===== src/rtl/hostctl_pkg.sv =====
package hostctl_pkg;

    // dword indices of the register file; the offsets are what software decodes
    localparam int WORD_CAP_LO = 0;
    localparam int WORD_CAP_HI = 1;
    localparam int WORD_VER    = 2;
    localparam int WORD_MSET   = 3;
    localparam int WORD_MCLR   = 4;
    localparam int WORD_CFG    = 5;
    localparam int WORD_STS    = 7;
    localparam int WORD_ATTR   = 9;
    localparam int WORD_SQB_LO = 10;
    localparam int WORD_SQB_HI = 11;
    localparam int WORD_CQB_LO = 12;
    localparam int WORD_CQB_HI = 13;

    localparam logic [31:0] VERSION_WORD = 32'h0001_0001;
    localparam logic [1:0]  SHST_DONE    = 2'b10;

    typedef struct packed {
        logic [1:0] shst;
        logic       fatal;
        logic       ready;
    } status_t;

    typedef struct packed {
        logic [4:0]  pg_bits;
        logic [3:0]  sqes;
        logic [3:0]  cqes;
        logic [11:0] asqs;
        logic [11:0] acqs;
        logic [63:0] sq_base;
        logic [63:0] cq_base;
    } live_cfg_t;

    function automatic logic f_en(input logic [31:0] c);
        return c[0];
    endfunction

    function automatic logic [3:0] f_mps(input logic [31:0] c);
        return c[10:7];
    endfunction

    function automatic logic [1:0] f_shn(input logic [31:0] c);
        return c[15:14];
    endfunction

    function automatic logic [3:0] f_sqes(input logic [31:0] c);
        return c[19:16];
    endfunction

    function automatic logic [3:0] f_cqes(input logic [31:0] c);
        return c[23:20];
    endfunction

    function automatic logic [11:0] f_asqs(input logic [31:0] a);
        return a[11:0];
    endfunction

    function automatic logic [11:0] f_acqs(input logic [31:0] a);
        return a[27:16];
    endfunction

endpackage


===== src/rtl/hostctl_cfg_check.sv =====
module hostctl_cfg_check
    import hostctl_pkg::*;
#(
    parameter int MPS_MIN  = 0,
    parameter int MPS_MAX  = 4,
    parameter int SQES_MIN = 6,
    parameter int SQES_MAX = 6,
    parameter int CQES_MIN = 4,
    parameter int CQES_MAX = 4
) (
    input  logic [31:0] cfg_word,
    input  logic [31:0] attr_word,
    input  logic [63:0] sq_base,
    input  logic [63:0] cq_base,
    input  logic        queues_live,
    output logic        cfg_ok,
    output logic [4:0]  pg_bits
);
    logic [3:0]  mps;
    logic [3:0]  sqes;
    logic [3:0]  cqes;
    logic [63:0] pg_mask;
    logic        base_ok;
    logic        field_ok;
    logic        size_ok;

    always_comb begin
        mps      = f_mps(cfg_word);
        sqes     = f_sqes(cfg_word);
        cqes     = f_cqes(cfg_word);
        pg_bits  = 5'd12 + {1'b0, mps};
        pg_mask  = (64'd1 << pg_bits) - 64'd1;
        base_ok  = (sq_base != 64'd0) && (cq_base != 64'd0) &&
                   ((sq_base & pg_mask) == 64'd0) && ((cq_base & pg_mask) == 64'd0);
        field_ok = (int'(mps)  >= MPS_MIN)  && (int'(mps)  <= MPS_MAX) &&
                   (int'(sqes) >= SQES_MIN) && (int'(sqes) <= SQES_MAX) &&
                   (int'(cqes) >= CQES_MIN) && (int'(cqes) <= CQES_MAX);
        size_ok  = (f_asqs(attr_word) != 12'd0) && (f_acqs(attr_word) != 12'd0);
        cfg_ok   = !queues_live && base_ok && field_ok && size_ok;
    end
endmodule


===== src/rtl/hostctl_rd_mux.sv =====
module hostctl_rd_mux
    import hostctl_pkg::*;
#(
    parameter int WORD_W = 10
) (
    input  logic [WORD_W-1:0] word,
    input  logic [63:0]       cap,
    input  logic [31:0]       mask,
    input  logic [31:0]       cfg,
    input  status_t           sts,
    input  logic [31:0]       attr,
    input  logic [63:0]       sq_base,
    input  logic [63:0]       cq_base,
    output logic [31:0]       data
);
    always_comb begin
        case (int'(word))
            WORD_CAP_LO: data = cap[31:0];
            WORD_CAP_HI: data = cap[63:32];
            WORD_VER:    data = VERSION_WORD;
            WORD_MSET,
            WORD_MCLR:   data = mask;
            WORD_CFG:    data = cfg;
            WORD_STS:    data = {28'd0, sts};
            WORD_ATTR:   data = attr;
            WORD_SQB_LO: data = sq_base[31:0];
            WORD_SQB_HI: data = sq_base[63:32];
            WORD_CQB_LO: data = cq_base[31:0];
            WORD_CQB_HI: data = cq_base[63:32];
            default:     data = 32'd0;
        endcase
    end
endmodule


===== src/rtl/hostctl_regs.sv =====
module hostctl_regs
    import hostctl_pkg::*;
#(
    parameter int ADDR_W   = 12,
    parameter int MQES     = 16'h07FF,
    parameter int TIMEOUT  = 8'h0F,
    parameter int MPS_MIN  = 0,
    parameter int MPS_MAX  = 4,
    parameter int SQES_MIN = 6,
    parameter int SQES_MAX = 6,
    parameter int CQES_MIN = 4,
    parameter int CQES_MAX = 4
) (
    input  logic              clk,
    input  logic              rst,
    input  logic [ADDR_W-1:0] addr,
    input  logic              wr_en,
    input  logic [31:0]       wdata,
    input  logic              rd_en,
    output logic [31:0]       rdata,
    output logic [31:0]       irq_mask,
    output logic              hc_ready,
    output logic              hc_fatal,
    output logic              shdn_done,
    output logic              queues_live,
    output logic              queue_teardown,
    output logic [4:0]        page_bits,
    output logic [31:0]       page_size,
    output logic [15:0]       sq_entry_bytes,
    output logic [15:0]       cq_entry_bytes,
    output logic [12:0]       admin_sq_depth,
    output logic [12:0]       admin_cq_depth,
    output logic [63:0]       admin_sq_base,
    output logic [63:0]       admin_cq_base
);
    localparam int WORD_W = ADDR_W - 2;
    localparam logic [63:0] CAP_VALUE = {8'd0, 4'(MPS_MAX), 4'(MPS_MIN), 3'd0, 8'd1, 5'd0,
                                         8'(TIMEOUT), 7'd0, 1'b1, 16'(MQES)};

    logic [WORD_W-1:0] word;
    logic [31:0]       mask_q, cfg_q, attr_q;
    logic [63:0]       sqb_q, cqb_q;
    status_t           sts_q;
    logic              live_q, td_q;
    live_cfg_t         lcfg_q;

    logic [31:0] cfg_a, cfg_n;
    status_t     sts_n;
    logic        live_n, td_n, start_ok;
    logic        chk_ok;
    logic [4:0]  chk_pg;
    logic [31:0] rd_word;

    function automatic logic hit(input logic [WORD_W-1:0] w, input int idx);
        return w == WORD_W'(idx);
    endfunction

    assign word = addr[ADDR_W-1:2];

    hostctl_cfg_check #(
        .MPS_MIN(MPS_MIN), .MPS_MAX(MPS_MAX),
        .SQES_MIN(SQES_MIN), .SQES_MAX(SQES_MAX),
        .CQES_MIN(CQES_MIN), .CQES_MAX(CQES_MAX)
    ) u_check (
        .cfg_word   (wdata),
        .attr_word  (attr_q),
        .sq_base    (sqb_q),
        .cq_base    (cqb_q),
        .queues_live(live_q),
        .cfg_ok     (chk_ok),
        .pg_bits    (chk_pg)
    );

    hostctl_rd_mux #(.WORD_W(WORD_W)) u_rd (
        .word   (word),
        .cap    (CAP_VALUE),
        .mask   (mask_q),
        .cfg    (cfg_q),
        .sts    (sts_q),
        .attr   (attr_q),
        .sq_base(sqb_q),
        .cq_base(cqb_q),
        .data   (rd_word)
    );

    // enable edge first, then shutdown edge judged against the updated word
    always_comb begin
        cfg_a    = cfg_q;
        cfg_n    = cfg_q;
        sts_n    = sts_q;
        live_n   = live_q;
        td_n     = 1'b0;
        start_ok = 1'b0;
        if (wr_en && hit(word, WORD_CFG)) begin
            if (f_en(wdata) && !f_en(cfg_q)) begin
                cfg_a = wdata;
                if (chk_ok) begin
                    sts_n    = '{shst: 2'b00, fatal: 1'b0, ready: 1'b1};
                    live_n   = 1'b1;
                    start_ok = 1'b1;
                end else begin
                    sts_n = '{shst: 2'b00, fatal: 1'b1, ready: 1'b0};
                end
            end else if (!f_en(wdata) && f_en(cfg_q)) begin
                cfg_a       = 32'd0;
                live_n      = 1'b0;
                td_n        = 1'b1;
                sts_n.ready = 1'b0;
            end
            cfg_n = cfg_a;
            if ((f_shn(wdata) != 2'b00) && (f_shn(cfg_a) == 2'b00)) begin
                cfg_n      = wdata;
                live_n     = 1'b0;
                td_n       = 1'b1;
                sts_n.shst = SHST_DONE;
            end else if ((f_shn(wdata) == 2'b00) && (f_shn(cfg_a) != 2'b00)) begin
                cfg_n      = wdata;
                sts_n.shst = 2'b00;
            end
        end
    end

    always_ff @(posedge clk) begin
        if (rst) begin
            mask_q <= 32'd0;
            cfg_q  <= 32'd0;
            attr_q <= 32'd0;
            sqb_q  <= 64'd0;
            cqb_q  <= 64'd0;
            sts_q  <= '0;
            live_q <= 1'b0;
            td_q   <= 1'b0;
            lcfg_q <= '0;
            rdata  <= 32'd0;
        end else begin
            if (wr_en && hit(word, WORD_MSET)) mask_q <= mask_q | wdata;
            if (wr_en && hit(word, WORD_MCLR)) mask_q <= mask_q & ~wdata;
            if (wr_en && hit(word, WORD_ATTR)) attr_q <= wdata;
            if (wr_en && hit(word, WORD_SQB_LO)) sqb_q <= {32'd0, wdata};
            if (wr_en && hit(word, WORD_SQB_HI)) sqb_q[63:32] <= sqb_q[63:32] | wdata;
            if (wr_en && hit(word, WORD_CQB_LO)) cqb_q <= {32'd0, wdata};
            if (wr_en && hit(word, WORD_CQB_HI)) cqb_q[63:32] <= cqb_q[63:32] | wdata;
            cfg_q  <= cfg_n;
            sts_q  <= sts_n;
            live_q <= live_n;
            td_q   <= td_n;
            if (start_ok) begin
                lcfg_q <= '{pg_bits: chk_pg,
                            sqes:    f_sqes(wdata),
                            cqes:    f_cqes(wdata),
                            asqs:    f_asqs(attr_q),
                            acqs:    f_acqs(attr_q),
                            sq_base: sqb_q,
                            cq_base: cqb_q};
            end
            if (rd_en) rdata <= rd_word;
        end
    end

    assign irq_mask       = mask_q;
    assign hc_ready       = sts_q.ready;
    assign hc_fatal       = sts_q.fatal;
    assign shdn_done      = (sts_q.shst == SHST_DONE);
    assign queues_live    = live_q;
    assign queue_teardown = td_q;
    assign page_bits      = lcfg_q.pg_bits;
    assign page_size      = 32'd1 << lcfg_q.pg_bits;
    assign sq_entry_bytes = 16'd1 << lcfg_q.sqes;
    assign cq_entry_bytes = 16'd1 << lcfg_q.cqes;
    assign admin_sq_depth = {1'b0, lcfg_q.asqs} + 13'd1;
    assign admin_cq_depth = {1'b0, lcfg_q.acqs} + 13'd1;
    assign admin_sq_base  = lcfg_q.sq_base;
    assign admin_cq_base  = lcfg_q.cq_base;
endmodule


===== config.mk =====
export PLATFORM = sky130hd
export DESIGN_NAME = hostctl_regs
export DESIGN_NICKNAME = d
export VERILOG_FILES = /design/src/rtl/hostctl_pkg.sv /design/src/rtl/hostctl_cfg_check.sv /design/src/rtl/hostctl_rd_mux.sv /design/src/rtl/hostctl_regs.sv
export SDC_FILE = /design/constraint.sdc
export NUM_CORES = 1
export LEC_CHECK = 0
export BUFFER_PORTS_ARGS = -buffer_cell sky130_fd_sc_hd__buf_4
export CAP_MARGIN = 20
export CORE_MARGIN = 10
export CORE_UTILIZATION = 55
export DETAILED_ROUTE_END_ITERATION = 7
export HOLD_SLACK_MARGIN = 0.05
export PLACE_DENSITY = 0.8
export RECOVER_POWER = 100
export SLEW_MARGIN = 25
export SYNTH_ARGS = -nofsm -noshare
export SYNTH_HDL_FRONTEND = slang
export SYNTH_SLANG_ARGS = --single-unit

===== constraint.sdc =====
create_clock -name clk -period 7.4 [get_ports clk]
set_input_delay 0.37 -clock clk [delete_from_list [all_inputs] [get_ports clk]]
set_output_delay 0.37 -clock clk [all_outputs]
set_load 0.05 [all_outputs]

Word level (Yosys, flattened, before mapping) --
Cells that the tools add are included.
Word-level totals: bits in registers 427, output and inout port bits 292, logic and storage cells 133
Operators by class: order comparisons 5, bitwise operators 8, eq/ne operators 14, reduce and logical (&&, ||, !) cells 50, shift-type cells 4, muxes and demuxes 27, add/subtract/negate cells 4
Operator list (count):
- $pmux 32 s11 | 1
- $mux 32 | 9
- $and 64x64->64 | 2
- $logic_not 64->1 | 2
- $mux 64 | 2
- $reduce_bool 64->1 | 2
- $or 32x32->32 | 3
- $shl 1x5->64 const A | 1
- $sub 64x1->64 const B | 1
- $eq 10x4->1 const B | 5
- $and 32x32->32 | 1
- $not 32->32 | 1
- $shl 1x4->16 const A | 2
- $shl 1x5->32 const A | 1
- $eq 10x3->1 const B | 3
- $add 12x1->13 const B | 2
- $reduce_bool 12->1 | 2
- $logic_and 1x1->1 | 23
- $eq 10x2->1 const B | 2
- $le 4x3->1 const B | 3
- $reduce_bool 2->1 | 6
- $mux 1 | 11
- $eq 10x1->1 const B | 1
- $logic_not 10->1 | 1
- other kinds (14) | 25

Longest topological paths before layout --
Gate-level depths: netlist (run 1).
word-level depth 14, mapped depth 20

Modules after synthesis --
Synthesis (run 1) repeated with hierarchy kept, for this count alone.
Unflattened totals: cell total of the unflattened synthesis 2584, area, all modules 20713.6 sq um
By module, submodules not included:
- hostctl_regs | area an instance 16543.4 sq um, instances 1, cells each 1948
- hostctl_rd_mux | area an instance 2578.7 sq um, instances 1, cells each 381
- hostctl_cfg_check | area an instance 1591.5 sq um, instances 1, cells each 255

Least setup slack after synthesis (run 1) --
No wires, ideal clock.
kind input-to-reg, start point input port wdata[10], end point register lcfg_q (netlist bit page_bits[2]), slack 3.484 ns, library setup time 0.123 ns, buffers on the path 5, arrival time 3.793 ns, data required time 7.277 ns, stages 17, cells stage by stage clkbuf_1 -> inv_1 -> ha_1 -> buf_2 -> and4b_1 -> nand2_1 -> ha_1 -> buf_2 -> nand2_1 -> o21ai_1 -> a2111oi_0 -> o2111ai_1 -> nor4b_1 -> and4_1 -> buf_6 -> buf_8 -> mux2_1
Between the ends: cells in the longest elaborated chain, start to end 13
RTL lines:
- from (decl) | line hostctl_regs.sv:18 | input logic [31:0] wdata,
- $add 4x4->5 | line hostctl_cfg_check.sv:31 | pg_bits = 5'd12 + {1'b0, mps};
- $shl 1x5->64 | line hostctl_cfg_check.sv:32 | pg_mask = (64'd1 << pg_bits) - 64'd1;
- $sub 64x1->64 | line hostctl_cfg_check.sv:32
- $and 64x64->64 | line hostctl_cfg_check.sv:34 | ((sq_base & pg_mask) == 64'd0) && ((cq_base & pg_mask) == 64'd0);
- $logic_not 64->1 | line hostctl_cfg_check.sv:34
- $logic_and 1x1->1 | line hostctl_cfg_check.sv:33 | base_ok = (sq_base != 64'd0) && (cq_base != 64'd0) &&
- $logic_and 1x1->1 | line hostctl_cfg_check.sv:34
- $logic_and 1x1->1 | line hostctl_cfg_check.sv:39 | cfg_ok = !queues_live && base_ok && field_ok && size_ok;
- $logic_and 1x1->1 (*) (2 in series) | line hostctl_cfg_check.sv:39
- $mux 1 (*) | line hostctl_regs.sv:97 | if (chk_ok) begin
- $mux 1 (*) | line hostctl_regs.sv:95 | if (f_en(wdata) && !f_en(cfg_q)) begin
- $mux 1 (*) | line hostctl_regs.sv:94 | if (wr_en && hit(word, WORD_CFG)) begin
- to (signal assigned) | line hostctl_regs.sv:148 | lcfg_q <= '{pg_bits: chk_pg,
- to (decl) | line hostctl_regs.sv:45 | live_cfg_t lcfg_q;
Mark *: on every way between the ends. The rest lies on a longest branch, timed or not. A chain may end at the register's enable or synchronous reset.

Final worst setup path (run 1) --
start point input port wdata[9], end point register lcfg_q (netlist bit admin_sq_base[36])
Between the ends: cells in the longest elaborated chain, start to end 13
RTL lines:
- $add 4x4->5 (*) | line hostctl_cfg_check.sv:31
- via chk_pg[2] | line hostctl_regs.sv:51 | logic [4:0] chk_pg;
- $shl 1x5->64 (*) | line hostctl_cfg_check.sv:32
- $sub 64x1->64 (*) | line hostctl_cfg_check.sv:32
- $and 64x64->64 | line hostctl_cfg_check.sv:34
- $logic_not 64->1 | line hostctl_cfg_check.sv:34
- $logic_and 1x1->1 | line hostctl_cfg_check.sv:33
- $logic_and 1x1->1 (*) | line hostctl_cfg_check.sv:34
- $logic_and 1x1->1 (*) (3 in series) | line hostctl_cfg_check.sv:39
- $mux 1 (*) | line hostctl_regs.sv:97
- $mux 1 (*) | line hostctl_regs.sv:95
- $mux 1 (*) | line hostctl_regs.sv:94
Mark *: on every way through the listed nets, which the timed path passes. The rest lies on a longest branch.

==> results of run 1 <==
[Yosys cell counts, drive strengths merged (5+ instances only)]
master	count
xnor2	20
buf	189
mux2	32
nand3	20
nand4	13
a31oi	7
nand3b	7
a211oi	44
a21oi	277
o21bai	5
o21ai	22
dfxtp	426
mux2i	186
nand2	554
o21a	5
nand2b	17
and2	9
o22ai	36
clkbuf	159
a221oi	13
nor3	29
and3	18
inv	16
nor2b	11
a22oi	62
ha	13
o2111ai	6
nor2	224
nor4	44
[cell families after synthesis]
| kind of cell | after synthesis |
|---|---|
| DFF | 426 |
| and+or+nand+nor | 973 |
| muxes | 218 |
| buffers and inverters | 366 |
| adders and majority gates | 13 |
| xor gates and xnor gates | 24 |
| AOI/OAI and AO/OA | 509 |
[cell type report]
type	instances	area [um^2]	share of cell area (%)
repair buffers	369	1690	7.591
clock inverters	16	205.2	0.9215
multi-input cells	1737	9836	44.17
flip-flops and latches	426	8528	38.30
clock buffers	69	1348	6.052
inverters	18	75.07	0.3371
well taps	468	585.6	2.630
[what timing repair did]
| action | CTS | global route |
|---|---|---|
| endpoints found under the hold margin | 5 | 0 |
| hold buffers | 2 | 0 |
| setup buffers | 0 | 0 |
| resized for setup | 0 | 0 |
[how the worst max path moves through the flow]
stage               depth (start not counted)  slack, ps       from                 to
floorplan                                  17       3480  wdata[10]       page_bits[2]
global placement                           14       1640   wdata[9]  admin_sq_base[56]
detailed placement                         14       1560   wdata[9]  admin_sq_base[55]
CTS                                        14       2160   wdata[9]  admin_sq_base[17]
global route                               14        910   wdata[9]  admin_sq_base[36]
finish                                     14       1190   wdata[9]  admin_sq_base[36]
[routing by layer]
layer / up-vias / GRT usage [%] / share of wire, %
met5: - / 0 / 0.021
met4: 4 / 18.24 / 6.0
met3: 267 / 8.768 / 12
met2: 1280 / 49.01 / 43
met1: 9104 / 42.20 / 39
li1: 8677 / - / -
[power by group through the flow]
stage / registers, W / logic [W] / clock network (W)
floorplan: 0.00235 / 0.000132 / 0
global placement: 0.00235 / 0.000212 / 0
detailed placement: 0.00235 / 0.000212 / 0
CTS: 0.00230 / 0.000213 / 0.00237
global route: 0.00229 / 0.000229 / 0.00247
finish: 0.00230 / 0.000222 / 0.00236
[worst max-delay path: stages]
cell and delay (ps):
buf_4 430, clkinv_1 420, ha_1 680, and2_0 390
nand3_1 160, ha_1 470, nand2_1 250, o21ai_1 80
a2111oi_0 410, o2111ai_1 200, nor4b_1 660, and4_1 1390
buf_12 440, mux2i_1 250
[per-stage QoR]
step	worst slack (ps)	util, %	instance area, um^2	hold slack (ps)	total power (W)
2_1_floorplan	3484	-	20440	432.3	0.002482
3_3_place_gp	1643	59.64	21830	439.2	0.002558
3_5_place_dp	1556	59.65	21840	443.9	0.002559
4_1_cts	2160	63.95	23410	51.30	0.004882
5_1_grt	910.5	60.82	22270	73.81	0.004995
6_report	1188	60.82	22270	74.10	0.004879
[flip-flops by register name, summed over array words and instances, names as in the netlist]
register,cells
sts_q,1
cfg_q,32
irq_mask,32
page_bits,5
rdata,32
hc_ready,1
admin_cq_base,64
queues_live,1
hc_fatal,1
attr_q,32
queue_teardown,1
admin_sq_base,64
cqb_q,64
sqb_q,64
lcfg_q,32
==> impl_metrics.toml, run 1 <==
[clocking]
cts_tree = "yes"
clkSlewWorstSetupHoldPaths_ps = 60
worstSkewPairLatency_ps = 610
clock-sinks = 426
cts-root-buf = "clkbuf_16"
numCtsBuffers = 46
clock_path_buffers = 3
htreeDepth = 2

[logic_synthesis]
synthFlopType = "dfxtp_1"
synth_cells = 2529
synth_area_per_cell_um2 = 8.083
synth_xor_xnor_area_share_pct = 1.028
synth-simple-area-share_pct = 20.28
synth_nets = 2590
synthAdderAreaFrac_pct = 0.7957
netlist_area_um2 = 20440
synth_edf_count = 0
synth_top_cell_by_area = "dfxtp_1"
yosys_warnings = 0
synth-seq-cells = 426
synth_top_family_by_area = "simple AND/OR/NAND/NOR gates"
synth_mux_area_share_pct = 10.87
netlist_top_cells_area = "dfxtp_1 (42%), nand2_1 (10%), mux2i_1 (9.1%), a21oi_1 (6.8%), buf_4 (5.3%)"
ys_seq_area_share_pct = 41.72
netlist.area_leader.share_pct = 41.72
synth_compound_gate_area_share_pct = 15.07
ys_types = 71
async_flop_share_pct = 0

[global_routing]
grt_use_total_pct = 32.81
grt_max_degree = 190
grt_first_pass_wirelength_mm = 113.9
antenna_found_initial = 3
grt_pass1_vias = 18240
grt.overflow.total = 0

[die]
die_area_um2 = 45280
io_pins = 340
fp-row-count = 70
core_area_um2 = 36610
start_util_pct = 55.84
die_h_um = 212.8
die_w_um = 212.8

[cells_and_area]
instances_no_fill = 3103
drive_above_1_share_pct = 6.831
antenna-diode-count = 0
nFillCells = 3394
mostFrequentLayoutCell = "nand2_1"
fin_nets = 2659
syn2layout_area_growth_pct = 8.930
layout_common_cells = "nand2_1 (554), dfxtp_1 (426), clkbuf_1 (312), a21oi_1 (276), nor2_1 (224)"

[timing]
finalHoldViolations = 0
fin_worst_skew_ps = 43.37
tightest_slew_ps = 2629
setup-tns-final_ps = 0
timing.fmax_mhz = 161.0
rsz0062_at_grt = "false"
drv_slew = 297
setup_violations = 0
relSlewSlack_pct = -75.29
post-route-period-util_pct = 83.94
min_period_ps = 6212

[route]
avgViaCountPerCell = 6.230
first_pass_iters = 8
wire_per_inst_um = 25.13
remaining_drc_errors = 0
drtAntennaViolNets = 0
dr_total_vias = 19330
first_iter_violations = 2615
wl_mm = 77.97

[worst_hold_path]
min_to = "irq_mask[30]"
worstHoldStart = "wdata[30]"
hold_class = "in2reg"
holdPathStages = 2

[setup_path]
startpoint_type = "primary input"
worstPathMaxFanout = 61
rr_startpoint = "sqb_q[21]"
rr_worst_depth = 8
crit_arrival_ps = 6700
critPathRequiredTime_ps = 7890
end_kind = "flip-flop"
r2r_end = "admin_sq_base[36]"
crit_type = "in2reg"
ff2ff_setup_slack_ps = 2790

[status]
violations = "max-capacitance violations, max-slew violations"
outcome = "finished, violations left"

[run]
cap_violations = 9

[power_and_ir_drop]
seqPwrFrac_pct = 47.1
vdd_drop_max_mv = 0.1786
pwr-share-comb_pct = 4.6
switching_share_pct = 23.79
power-per-cell-area_nw_per_um2 = 219.1
power.net_switching_w = 0.001161
p_clk_share_pct = 48.4
intPower_w = 0.003718
power.leakage_nw = 7.211

[placement]
dp_hpwl_mm = 54.45
gp_congestion = 1.013
port_buffers = 337
dp_cells = 3016
(Power assumes the default switching activity.)
==> inputs of run 2 (changes only) <==
--- a/config.mk
+++ b/config.mk
@@ -8,10 +8,10 @@
 export BUFFER_PORTS_ARGS = -buffer_cell sky130_fd_sc_hd__buf_4
 export CAP_MARGIN = 20
 export CORE_MARGIN = 10
-export CORE_UTILIZATION = 55
+export CORE_UTILIZATION = 51
 export DETAILED_ROUTE_END_ITERATION = 7
 export HOLD_SLACK_MARGIN = 0.05
-export PLACE_DENSITY = 0.8
+export PLACE_DENSITY = 0.78
 export RECOVER_POWER = 100
 export SLEW_MARGIN = 25
 export SYNTH_ARGS = -nofsm -noshare
==> constraint.sdc (replaced) <==
create_clock -name clk -period 5.05 [get_ports clk]
set_input_delay 0.2525 -clock clk [delete_from_list [all_inputs] [get_ports clk]]
set_output_delay 0.2525 -clock clk [all_outputs]
set_load 0.05 [all_outputs]
==> impl_metrics.toml, run 2 (synthesized netlist as in run 1, its figures left out) <==
[status]
outcome = "finished, violations left"
violations = "max-capacitance violations, max-slew violations"

[worst_hold_path]
worstHoldStart = "wdata[7]"
hold_class = "in2reg"
holdPathStages = 3
min_to = "sqb_q[7]"

[timing]
setup_violations = 0
drv_slew = 135
min_period_ps = 4593
setup-tns-final_ps = 0
rsz0062_at_grt = "false"
relSlewSlack_pct = -26.79
fin_worst_skew_ps = 21.12
timing.fmax_mhz = 217.7
post-route-period-util_pct = 90.95
finalHoldViolations = 0
tightest_slew_ps = 1902

[setup_path]
worstPathMaxFanout = 45
end_kind = "flip-flop"
crit_chain = "buf_4, nor2b_1, nand4_1, clkbuf_1, nor2_1, nand2_1, clkbuf_1, nand2_1, clkbuf_2, nor2_1"
critical_path_buf_inv_count = 4
r2r_end = "admin_sq_base[27]"
crit_arrival_ps = 5100
crit_type = "in2reg"
cp.depth = 10
cp_top_family = "buffers and inverters"
startpoint_type = "primary input"
critPathRequiredTime_ps = 5560
rr_startpoint = "cqb_q[58]"
cp_slowest_cell = "clkbuf_1"
ff2ff_setup_slack_ps = 1400
rr_worst_depth = 9
slowest_delay_ps = 1310

[clocking]
numCtsBuffers = 44
worstSkewPairLatency_ps = 590
cts_tree = "yes"
clock_path_buffers = 3
cts-root-buf = "clkbuf_16"
clkSlewWorstSetupHoldPaths_ps = 60
clock-sinks = 426
cts_setup_buffers = 0
htreeDepth = 2
ctsHoldBuffers = 30
cts_resized = 0

[power_and_ir_drop]
vdd_drop_max_mv = 0.2911
pwr-share-comb_pct = 4.9
seqPwrFrac_pct = 47.6
power.net_switching_w = 0.001670
intPower_w = 0.005392
p_clk_share_pct = 47.5
power.leakage_nw = 7.408
switching_share_pct = 23.64
power-per-cell-area_nw_per_um2 = 309.9

[die]
io_pins = 340
die_area_um2 = 48490
die_w_um = 220.2
start_util_pct = 51.57
core_area_um2 = 39640
fp-row-count = 73
die_h_um = 220.2

[global_routing]
grt_use_total_pct = 31.25
antenna_found_initial = 0
grt.overflow.total = 0
grt_max_degree = 169
grt_pass1_vias = 18850
grt_first_pass_wirelength_mm = 116.5

[route]
wire_per_inst_um = 24.75
dr_total_vias = 19590
first_iter_violations = 2529
first_pass_iters = 6
remaining_drc_errors = 0
wl_mm = 79.49
avgViaCountPerCell = 6.100
drtAntennaViolNets = 0

[cells_and_area]
layout_common_cells = "nand2_1 (554), dfxtp_1 (426), clkbuf_1 (320), a21oi_1 (276), nor2_1 (224)"
mostFrequentLayoutCell = "nand2_1"
seq_area_um2 = 8528
fin_nets = 2714
syn2layout_area_growth_pct = 11.46
fin_area_um2 = 22780
multi_input_area_um2 = 9841
drive_above_1_share_pct = 7.334
nFillCells = 3771

[run]
cap_violations = 4

[placement]
place_area_um2 = 22190
gp_congestion = 0.9741
dp_hpwl_mm = 56.20
port_buffers = 337
-- run 2: changes by cell type in the layout (fill, tap and decap cells not counted), sizes merged, moves of 2 or more --
cell         before  now
clkinv           12   10
clkbuf          370  374
dlygate4sd3       2   30
buf              66   83
clkinvlp          0    2
-- run 2: worst reg2reg max path, cell delays in order (launching register included) --
cell and delay, ps:
dfxtp_1 390, nor4_1 910, a31oi_1 190, a21oi_1 330
a21oi_1 120, nor4_1 550, and4_4 400, buf_12 160
clkbuf_1 310, mux2i_1 230
-- run 2: layer usage --
metal  up-vias  wire length (um)  part of all wire, %  track usage [%]
li1       8783                 -                    -                -
met1      9258             30770                   39            39.10
met2      1257             34710                   44            48.28
met3       296              9318                   12            8.535
met4         0              4694                  5.9            16.89
met5         -                 0                    0                0
-- run 2: worst max path at each step --
stage	from	endpoint	slack [ps]
after floorplan	wdata[10]	page_bits[2]	1250
after global routing	wdata[10]	admin_cq_base[36]	210
final	addr[4]	sqb_q[33]	460
after global placement	wdata[10]	admin_sq_base[14]	860
after detailed placement	wdata[10]	admin_sq_base[14]	800
after CTS	wdata[10]	admin_cq_base[32]	810
-- run 2: through the flow --
step,setup WS [ps],power [W],util [%],hold WS (ps),std cells
after global routing,208.8,0.007221,57.47,149.2,3211
after global placement,861.3,0.003752,55.97,439.2,3102
after floorplan,1252,0.003637,-,432.3,2529
after CTS,805.4,0.007060,60.45,109.1,3211
final,457.1,0.007062,57.48,133.1,3212
after detailed placement,797.8,0.003754,55.98,445.2,3102
-- run 2: power groups by stage --
stage | logic, W | registers (W) | clock network, W
after global placement | 0.000313 | 0.00344 | 0
after global routing | 0.000357 | 0.00336 | 0.00350
after floorplan | 0.000193 | 0.00344 | 0
after detailed placement | 0.000316 | 0.00344 | 0
final | 0.000346 | 0.00336 | 0.00335
after CTS | 0.000335 | 0.00336 | 0.00336
-- run 2: layout make-up --
cell class / instances / area share, %
Antenna cell: 1 / 0.01098
Clock buffer: 61 / 5.464
Clock inverter: 18 / 1.005
Inverter: 18 / 0.3295
Multi-Input combinational cell: 1737 / 43.19
Sequential cell: 426 / 37.43
Tap cell: 525 / 2.883
Timing Repair Buffer: 426 / 9.687
